===== config.mk =====
export PLATFORM = sky130hd
export DESIGN_NAME = ata_taskfile_dev
export DESIGN_NICKNAME = d
export VERILOG_FILES = /design/src/rtl/ata_tf_pkg.sv /design/src/rtl/ata_id_rom.sv /design/src/rtl/ata_tf_regs.sv /design/src/rtl/ata_cmd_engine.sv /design/src/rtl/ata_taskfile_dev.sv
export SDC_FILE = /design/constraint.sdc
export NUM_CORES = 1
export LEC_CHECK = 0
export BUFFER_PORTS_ARGS = -buffer_cell sky130_fd_sc_hd__buf_2
export CAP_MARGIN = 10
export CORE_AREA = 2 2 80 82
export CTS_CLUSTER_DIAMETER = 80
export CTS_CLUSTER_SIZE = 40
export DETAILED_ROUTE_END_ITERATION = 6
export DIE_AREA = 0 0 82 84
export HOLD_SLACK_MARGIN = 0.05
export PLACE_DENSITY = 0.77
export SLEW_MARGIN = 25
export SYNTH_ARGS = -nofsm -noshare
export SYNTH_HDL_FRONTEND = slang
export SYNTH_SLANG_ARGS = --single-unit

===== constraint.sdc =====
create_clock -name clk -period 1.8 [get_ports clk]
set_clock_uncertainty 0.2 [all_clocks]
set_input_delay 0.18 -clock clk [delete_from_list [all_inputs] [get_ports clk]]
set_output_delay 0.18 -clock clk [all_outputs]
set_load 0.05 [all_outputs]

===== src/rtl/ata_tf_pkg.sv =====
package ata_tf_pkg;

    // status byte bit positions
    localparam int unsigned ST_BSY  = 7;
    localparam int unsigned ST_DRDY = 6;
    localparam int unsigned ST_DF   = 5;
    localparam int unsigned ST_DRQ  = 3;
    localparam int unsigned ST_ERR  = 0;

    // device register fields
    localparam int unsigned DEVREG_SEL = 4;
    localparam int unsigned DEVREG_LBA = 6;

    // register offsets
    localparam logic [2:0] OFS_DATA   = 3'd0;
    localparam logic [2:0] OFS_FEAT   = 3'd1;
    localparam logic [2:0] OFS_COUNT  = 3'd2;
    localparam logic [2:0] OFS_ADDR0  = 3'd3;
    localparam logic [2:0] OFS_ADDR1  = 3'd4;
    localparam logic [2:0] OFS_ADDR2  = 3'd5;
    localparam logic [2:0] OFS_DEVSEL = 3'd6;
    localparam logic [2:0] OFS_STACMD = 3'd7;

    // opcodes handled
    localparam logic [7:0] OP_IDENT = 8'hEC;
    localparam logic [7:0] OP_FLUSH = 8'hE7;
    localparam logic [7:0] OP_RDSTUB = 8'h20;

    typedef enum logic [1:0] {
        ENG_IDLE  = 2'd0,
        ENG_XFER  = 2'd1,
        ENG_FLUSH = 2'd2,
        ENG_STUB  = 2'd3
    } eng_state_e;

    typedef struct packed {
        logic [7:0] feat;
        logic [7:0] count;
        logic [7:0] addr0;
        logic [7:0] addr1;
        logic [7:0] addr2;
        logic [7:0] devsel;
    } tf_shadow_t;

endpackage


===== src/rtl/ata_id_rom.sv =====
module ata_id_rom #(
    parameter int unsigned ID_WORDS = 256,
    localparam int unsigned IDX_W   = $clog2(ID_WORDS)
) (
    input  logic [IDX_W-1:0] idx,
    output logic [15:0]      word
);
    // parameter block is computed rather than stored
    localparam int unsigned CACHE_WORD = 85;
    localparam int unsigned CACHE_BIT  = 5;

    logic [7:0] low_b;

    always_comb begin
        low_b = 8'(idx);
        word  = {low_b ^ 8'h5A, low_b};
        if (idx == IDX_W'(0)) begin
            word = 16'h0040;
        end
        if (idx == IDX_W'(CACHE_WORD)) begin
            word[CACHE_BIT] = 1'b1;
        end
    end

    initial begin
        AST_ROM_DEPTH: assert (ID_WORDS > CACHE_WORD) else $error("parameter block too short");
    end
endmodule


===== src/rtl/ata_tf_regs.sv =====
module ata_tf_regs
    import ata_tf_pkg::*;
(
    input  logic       clk,
    input  logic       rst_n,
    input  logic       wr_en,
    input  logic [2:0] addr,
    input  logic [7:0] wdata,
    output logic [7:0] rd_byte,
    output logic       dev1_sel
);
    typedef struct packed {
        tf_shadow_t sh;
    } regs_st_t;

    regs_st_t st_d, st_q;

    always_comb begin
        st_d = st_q;
        if (wr_en) begin
            unique case (addr)
                OFS_FEAT:   st_d.sh.feat   = wdata;
                OFS_COUNT:  st_d.sh.count  = wdata;
                OFS_ADDR0:  st_d.sh.addr0  = wdata;
                OFS_ADDR1:  st_d.sh.addr1  = wdata;
                OFS_ADDR2:  st_d.sh.addr2  = wdata;
                OFS_DEVSEL: st_d.sh.devsel = wdata;
                default: ;
            endcase
        end
    end

    always_ff @(posedge clk) begin
        if (!rst_n) st_q <= '0;
        else        st_q <= st_d;
    end

    always_comb begin
        unique case (addr)
            OFS_FEAT:   rd_byte = st_q.sh.feat;
            OFS_COUNT:  rd_byte = st_q.sh.count;
            OFS_ADDR0:  rd_byte = st_q.sh.addr0;
            OFS_ADDR1:  rd_byte = st_q.sh.addr1;
            OFS_ADDR2:  rd_byte = st_q.sh.addr2;
            OFS_DEVSEL: rd_byte = st_q.sh.devsel;
            default:    rd_byte = 8'h00;
        endcase
    end

    assign dev1_sel = st_q.sh.devsel[DEVREG_SEL];

    AST_REG_WRITE_LANDS: assert property (@(posedge clk) disable iff (!rst_n)
        (wr_en && addr == OFS_COUNT) |=> (st_q.sh.count == $past(wdata)));
endmodule


===== src/rtl/ata_cmd_engine.sv =====
module ata_cmd_engine
    import ata_tf_pkg::*;
#(
    parameter int unsigned ID_WORDS    = 256,
    parameter int unsigned STUB_CYCLES = 4,
    localparam int unsigned IDX_W      = $clog2(ID_WORDS),
    localparam int unsigned SCNT_W     = $clog2(STUB_CYCLES + 1)
) (
    input  logic             clk,
    input  logic             rst_n,
    input  logic             cmd_wr,
    input  logic [7:0]       opcode,
    input  logic             dev1_sel,
    input  logic             status_rd,
    input  logic             word_rd,
    input  logic             flush_done,
    output logic [7:0]       status,
    output logic             drq,
    output logic [IDX_W-1:0] word_idx,
    output logic             intrq
);
    typedef struct packed {
        eng_state_e        state;
        logic [IDX_W-1:0]  wcnt;
        logic [SCNT_W-1:0] scnt;
        logic              err;
        logic              irq;
    } eng_st_t;

    eng_st_t st_d, st_q;
    logic    busy;

    assign busy = (st_q.state == ENG_FLUSH) || (st_q.state == ENG_STUB);

    always_comb begin
        st_d = st_q;
        if (status_rd) st_d.irq = 1'b0;

        unique case (st_q.state)
            ENG_XFER: begin
                if (word_rd) begin
                    if (st_q.wcnt == IDX_W'(ID_WORDS - 1)) begin
                        st_d.state = ENG_IDLE;
                        st_d.wcnt  = '0;
                    end else begin
                        st_d.wcnt = st_q.wcnt + 1'b1;
                    end
                end
            end
            ENG_FLUSH: begin
                if (flush_done) begin
                    st_d.state = ENG_IDLE;
                    st_d.irq   = 1'b1;
                end
            end
            ENG_STUB: begin
                if (st_q.scnt == SCNT_W'(STUB_CYCLES - 1)) begin
                    st_d.state = ENG_IDLE;
                    st_d.scnt  = '0;
                    st_d.irq   = 1'b1;
                end else begin
                    st_d.scnt = st_q.scnt + 1'b1;
                end
            end
            default: ;
        endcase

        // command acceptance overrides the ongoing sequence unless busy
        if (cmd_wr && !busy) begin
            st_d.err  = 1'b0;
            st_d.irq  = 1'b0;
            st_d.wcnt = '0;
            st_d.scnt = '0;
            if (dev1_sel) begin
                st_d.state = ENG_IDLE;
                st_d.err   = 1'b1;
                st_d.irq   = 1'b1;
            end else begin
                unique case (opcode)
                    OP_IDENT: begin
                        st_d.state = ENG_XFER;
                        st_d.irq   = 1'b1;
                    end
                    OP_FLUSH:  st_d.state = ENG_FLUSH;
                    OP_RDSTUB: st_d.state = ENG_STUB;
                    default: begin
                        st_d.state = ENG_IDLE;
                        st_d.err   = 1'b1;
                        st_d.irq   = 1'b1;
                    end
                endcase
            end
        end
    end

    always_ff @(posedge clk) begin
        if (!rst_n) begin
            st_q <= '{state: ENG_IDLE, wcnt: '0, scnt: '0, err: 1'b0, irq: 1'b0};
        end else begin
            st_q <= st_d;
        end
    end

    always_comb begin
        status          = 8'h00;
        status[ST_BSY]  = busy;
        status[ST_DRDY] = 1'b1;
        status[ST_DF]   = 1'b0;
        status[ST_DRQ]  = (st_q.state == ENG_XFER);
        status[ST_ERR]  = st_q.err;
    end

    assign drq      = (st_q.state == ENG_XFER);
    assign word_idx = st_q.wcnt;
    assign intrq    = st_q.irq;

    AST_BSY_DRQ_EXCL: assert property (@(posedge clk) disable iff (!rst_n)
        !(status[ST_BSY] && status[ST_DRQ]));

    AST_IRQ_CLEAR_ON_READ: assert property (@(posedge clk) disable iff (!rst_n)
        (status_rd && st_q.state == ENG_IDLE && !cmd_wr) |=> !intrq);

    AST_LAST_WORD_IDLE: assert property (@(posedge clk) disable iff (!rst_n)
        (st_q.state == ENG_XFER && word_rd && !cmd_wr && st_q.wcnt == IDX_W'(ID_WORDS - 1))
        |=> (st_q.state == ENG_IDLE && !status[ST_DRQ]));

    AST_FLUSH_HOLDS: assert property (@(posedge clk) disable iff (!rst_n)
        (st_q.state == ENG_FLUSH && !flush_done) |=> (st_q.state == ENG_FLUSH && status[ST_BSY]));

    AST_BUSY_CMD_IGNORED: assert property (@(posedge clk) disable iff (!rst_n)
        (busy && cmd_wr && st_q.state == ENG_FLUSH && !flush_done) |=> $stable(st_q.err));

    AST_STUB_COMPLETES: assert property (@(posedge clk) disable iff (!rst_n)
        (st_q.state == ENG_STUB && st_q.scnt == SCNT_W'(STUB_CYCLES - 1))
        |=> (st_q.state == ENG_IDLE && intrq));
endmodule


===== src/rtl/ata_taskfile_dev.sv =====
module ata_taskfile_dev
    import ata_tf_pkg::*;
#(
    parameter int unsigned ID_WORDS    = 256,
    parameter int unsigned STUB_CYCLES = 4
) (
    input  logic        clk,
    input  logic        rst_n,
    input  logic        reg_wr,
    input  logic        reg_rd,
    input  logic [2:0]  reg_addr,
    input  logic [7:0]  reg_wdata,
    output logic [7:0]  reg_rdata,
    input  logic        data_rd,
    output logic [15:0] data_rdata,
    input  logic        flush_done,
    output logic        intrq
);
    localparam int unsigned IDX_W = $clog2(ID_WORDS);

    logic [7:0]       shadow_byte;
    logic [7:0]       status;
    logic             dev1_sel;
    logic             drq;
    logic [IDX_W-1:0] word_idx;
    logic [15:0]      rom_word;
    logic             cmd_wr;
    logic             status_rd;

    assign cmd_wr    = reg_wr && (reg_addr == OFS_STACMD);
    assign status_rd = reg_rd && (reg_addr == OFS_STACMD);

    ata_tf_regs i_regs (
        .clk      (clk),
        .rst_n    (rst_n),
        .wr_en    (reg_wr),
        .addr     (reg_addr),
        .wdata    (reg_wdata),
        .rd_byte  (shadow_byte),
        .dev1_sel (dev1_sel)
    );

    ata_cmd_engine #(
        .ID_WORDS    (ID_WORDS),
        .STUB_CYCLES (STUB_CYCLES)
    ) i_engine (
        .clk        (clk),
        .rst_n      (rst_n),
        .cmd_wr     (cmd_wr),
        .opcode     (reg_wdata),
        .dev1_sel   (dev1_sel),
        .status_rd  (status_rd),
        .word_rd    (data_rd),
        .flush_done (flush_done),
        .status     (status),
        .drq        (drq),
        .word_idx   (word_idx),
        .intrq      (intrq)
    );

    ata_id_rom #(
        .ID_WORDS (ID_WORDS)
    ) i_rom (
        .idx  (word_idx),
        .word (rom_word)
    );

    assign reg_rdata  = (reg_addr == OFS_STACMD) ? status : shadow_byte;
    assign data_rdata = drq ? rom_word : 16'h0000;

    AST_DATA_ZERO_NO_DRQ: assert property (@(posedge clk) disable iff (!rst_n)
        !status[ST_DRQ] |-> (data_rdata == 16'h0000));
endmodule


Yosys cells after proc, flatten, opt, wreduce, memory -nomap -nowiden
Index checks and enable logic that the tools add are counted.
W data, S select, Z words.
Cells by class
  equality and inequality tests: 20
  muxes and demuxes: 24
  $add $sub $neg: 2
  bitwise gates (word level): 2
  reduce and logical (&&, ||, !) cells: 18
Operators by type and width (count)
  $pmux W8 S6: 1
  $mux W16: 2
  $eq A8 B8 Y1 const B: 3
  $mux W8: 3
  $mux W15: 1
  $reduce_and A2 Y1: 7
  $eq A3 B3 Y1 const B: 4
  $pmux W2 S3: 2
  $mux W10: 1
  $mux W2: 5
  $eq A3 B2 Y1 const B: 3
  $add A8 B1 Y8 const B: 1
  $eq A8 B6 Y1 const B: 1
  $eq A8 B7 Y1 const B: 1
  $logic_not A8 Y1: 1
  $mux W1: 6
  $mux W3: 2
  $ne A3 B3 Y1 const B: 2
  $reduce_and A5 Y1: 1
  $eq A2 B2 Y1 const B: 2
  $not A4 Y4: 1
  $reduce_bool A4 Y1: 1
  $reduce_or A2 Y1: 2
  $add A3 B1 Y3 const B: 1
  10 further kinds: 12
Storage, ports and cells
  bits of input ports: 17
  register bits: 63
  logic and storage cells: 77
  output and inout bits: 25

Logic depth before layout (Yosys ltp)
  depth after elaboration: 6
  mapped depth: 7

Modules after synthesis
From an unflattened synthesis, not the netlist that was laid out.
Second synthesis, totals
  cell total of the unflattened synthesis: 408
  area, all modules: 3648.5 um^2
By module, submodules not included
  ata_tf_regs: times used 1, area an instance 2338.5 um^2, cells an instance 241
  ata_cmd_engine: times used 1, area an instance 963.4 um^2, cells an instance 117
  ata_taskfile_dev: times used 1, area an instance 226.5 um^2, cells an instance 30
  ata_id_rom: times used 1, area an instance 120.1 um^2, cells an instance 20

Worst setup path after synthesis
No wires, ideal clock.
  kind: register to output
  from: reg i_engine.st_q, in the netlist i_engine.word_idx[0]
  to: out data_rdata[6]
  slack: -592 ps
  stages on the path, launching flop included: 6
  arrival: 2012 ps
  cells stage by stage: dfxtp_1 inv_1 ha_1 nor4b_1 nand2_1 a21boi_0
On the way
  word-level cells in the longest chain between the ends: 3
RTL lines
  start, declared: RTL line ata_cmd_engine.sv:30  | eng_st_t st_d, st_q;
  start signal, assigned: RTL line ata_cmd_engine.sv:98  | st_q <= '{state: ENG_IDLE, wcnt: '0, scnt: '0, err: 1'b0, irq: 1'b0};
  start signal, assigned: RTL line ata_cmd_engine.sv:100  | st_q <= st_d;
  $logic_not A8 Y1: RTL line ata_id_rom.sv:17  | if (idx == IDX_W'(0)) begin
  $mux W16: RTL line ata_id_rom.sv:17
  $mux W16: RTL line ata_taskfile_dev.sv:69  | assign data_rdata = drq ? rom_word : 16'h0000;
  end, declared: RTL line ata_taskfile_dev.sv:15  | output logic [15:0] data_rdata,
Every way passes these cells.

Worst setup path after layout
  from: reg i_engine.st_q, in the netlist i_engine.word_idx[1]
  to: out data_rdata[0]
Same word-level chain as after synthesis.

==> results.yml <==
timing:
  finalHoldWorstSlack_ns: 0.07358
  period_minus_slack_ns: 2.116
  setup_violations: 13
  max_freq_mhz: 472.5
  drv_slew: 0
  layout_setup_ws_ns: -0.3164
  worst_pin_slew_ns: 0.4078
  rsz0062_at_grt: "true"
  setup_tns_ns: -3.092
  fin_crit_sh: 1.176
  relSlewSlack: 0.7273
  finalHoldViolations: 0
clock_tree:
  cts-root-buf: "clkbuf_8"
  cts.htree.levels: 3
  clock_sinks: 63
  cts_tree: "yes"
  clock_path_buffers: 2
  clk_latency_ns: 0.35
  clk_pin_slew_ns: 0.08
  numCtsBuffers: 9
hold_path:
  min_from: "reg_wr"
  hold_path_end: "i_engine.status[0]$_SDFFE_PN0P_"
  hold_path_class: "in -> reg"
  hold_depth: 3
global_routing:
  antenna_found_initial: 0
  grt_max_degree: 34
  grt_pass1_vias: 3148
  grt_remaining_overflow: 0
  grt_pass1_wl_um: 15220
  track_usage: 0.2869
cells_and_area:
  n_antenna_cell: 0
  instances_no_fill: 560
  drive_gt1_frac: 0.3458
  fin_nets: 499
  stdcell_area_um2: 4436
  area_delta_synth_final_pct: 31.88
  fin_util: 0.7276
placed_design:
  post_dp_cell_area_um2: 3786
  place.gp.congestion: 0.8634
  dp_hpwl_um: 6124
  placed_cells: 527
  numPortBuffers: 41
  dp_slack_ns: -0.05722
logic_synthesis:
  synth-warning-count: 0
  postSynthCellCount: 412
  yosysMostFrequentCell: "nand2_1"
  synth_area_leaders: "dfxtp_1 38%, nand2_1 12%, a21boi_0 6.0%, a21boi_1 4.9%, nor2_1 3.0%"
  ys_ff_latch: 63
  ys_seq_area_frac: 0.3750
  synthTopCellsByCount: "110 x nand2_1, 63 x dfxtp_1, 27 x a21boi_0, 27 x nor2_1, 22 x a21boi_1"
  ys.flop_type: "dfxtp_1"
  avgSynthCellArea_um2: 8.163
  synth_top_area_share: 0.3750
  synthArstFlopShare: 0
  syn_nets: 433
  synth_edf_count: 0
  yosysTopAreaCell: "dfxtp_1"
  synth_cell_types: 55
  syn-cell-area_um2: 3363
power:
  finalPower_mw: 2.926
  vdd_drop_max_mv: 0.4673
  powerDensity_nw_per_um2: 659.8
  power.leakage_nw: 1.753
setup_path:
  r2r_cells: 5
  ff2ff_setup_slack_ns: -0.05
  cp_max_fo: 6
  worstSetupEndpointType: "output port"
  r2r_start: "i_engine.word_idx[4]$_SDFFE_PP0P_"
  slowest_stage: "dfxtp_2"
  path_cells: "inv_2 > ha_4 > nor4b_4 > nand2_2 > o21ai_4 > nor2_4 > buf_6"
  crit_path_max_incr_delay_ns: 0.33
  crit_type: "reg -> out"
  r2r_end: "i_engine.st_q[13]$_SDFFE_PN0P_"
  critical_path_arrival_ns: 1.74
  worstPathRequired_ns: 1.42
  startpoint_type: "flop"
floorplan:
  ios: 42
  die_h_um: 84
  start_util: 0.5517
  die_area_um2: 6888
  core_region_area_um2: 6096
  rows: 29
  die_w_um: 82
routing:
  drt-vias-per-instance: 5.952
  wl_per_cell_um: 17.57
  via_count: 3333
  drc: 0
  routed_wl_um: 9840
  drtPass1Iterations: 6
  drtIter0Drc: 376
  antenna_left: 0
run:
  cap_viol_max_count: 0
status:
  violations: "negative setup slack"
  status: "complete, but fails checks"
## how the worst max path moves through the flow
| stage | from | end | slack (ns) | depth (start not counted) |
|---|---|---|---|---|
| 3_5_place_dp | reg_addr[2] | reg_rdata[2] | -0.06 | 6 |
| 5_1_grt | i_engine.word_idx[1]$_SDFFE_PP0P_ | data_rdata[14] | -0.40 | 7 |
| 3_3_place_gp | reg_addr[2] | reg_rdata[6] | -0.05 | 6 |
| 4_1_cts | i_engine.word_idx[1]$_SDFFE_PP0P_ | data_rdata[1] | -0.29 | 7 |
| 6_report | i_engine.word_idx[1]$_SDFFE_PP0P_ | data_rdata[0] | -0.32 | 7 |
| 2_1_floorplan | i_engine.word_idx[0]$_SDFFE_PP0P_ | data_rdata[6] | -0.25 | 5 |
## registers in the layout (all words and copies together), names as in the netlist
register           flops
i_regs.st_q           47
i_engine.word_idx      8
i_engine.st_q          5
i_engine.intrq         1
i_engine.status        1
i_regs.dev1_sel        1
## logic make-up after synthesis
family	count (synthesis)	share of synthesized area
AO/OA/AOI/OAI	96	0.2143
XOR/XNOR	7	0.01823
multiplexers	15	0.05246
adder cells (fa/ha/maj)	4	0.01488
AND/OR/NAND/NOR	186	0.2589
flip-flops	63	0.3750
buffers and inverters	41	0.06622
## critical path: cells and delay by family (launching register included)
family,cells,cell delay [ns]
and+or+nand+nor,3,0.37
adders and majority gates,1,0.13
DFF,1,0.33
buffers and inverters,2,0.24
AOI/OAI and AO/OA,1,0.32
## routing by layer
| layer | part of all wire | GRT usage | vias up | routed length, um |
|---|---|---|---|---|
| met3 | 0.066 | 0.04004 | 53 | 653 |
| met1 | 0.43 | 0.3964 | 1585 | 4195 |
| met4 | 0.045 | 0.1197 | 0 | 445 |
| met2 | 0.46 | 0.4442 | 153 | 4546 |
| met5 | 0 | 0 | - | 0 |
| li1 | - | - | 1542 | - |
## placed cells by master (no fill, tap or decap), drive strengths merged, types with 2 or more instances in the layout
cell,instances
o21ai,7
and2b,3
and4b,2
nand3,11
a221oi,8
mux2i,6
o32ai,2
dfxtp,63
and2,5
nand2,110
ha,4
xnor2,6
nor3,8
and3,2
nand2b,3
nor2b,4
dlygate4sd3,10
nand4,3
mux2,8
clkbuf,15
inv,7
buf,75
nor2,30
a21boi,49
clkinv,3
a21oi,17
## layout make-up
cell class / instances / area (um2)
inverters: 7 / 26.28
clock buffers: 12 / 135.1
repair buffers: 88 / 747.0
clock inverters: 4 / 22.52
fillers: 427 / 1660
multi-input cells: 309 / 2131
flip-flops and latches: 63 / 1277
well taps: 77 / 96.34
## repair_timing
action | in CTS | in global routing
hold buffers | 10 | 0
endpoints found under the hold margin | 45 | 0
buffers inserted | 3 | 3
pin swaps | 15 | 15
resized for setup | 68 | 29
setup endpoints to repair | 22 | 26
gates cloned | 1 | 0
## report_power, final
part / internal [mW] / switching [mW]
Clock: 0.494 / 0.551
Combinational: 0.183 / 0.265
Sequential: 1.42 / 0.0156
Total: 2.10 / 0.831
No activity file was read; power rests on OpenSTA's default activity.
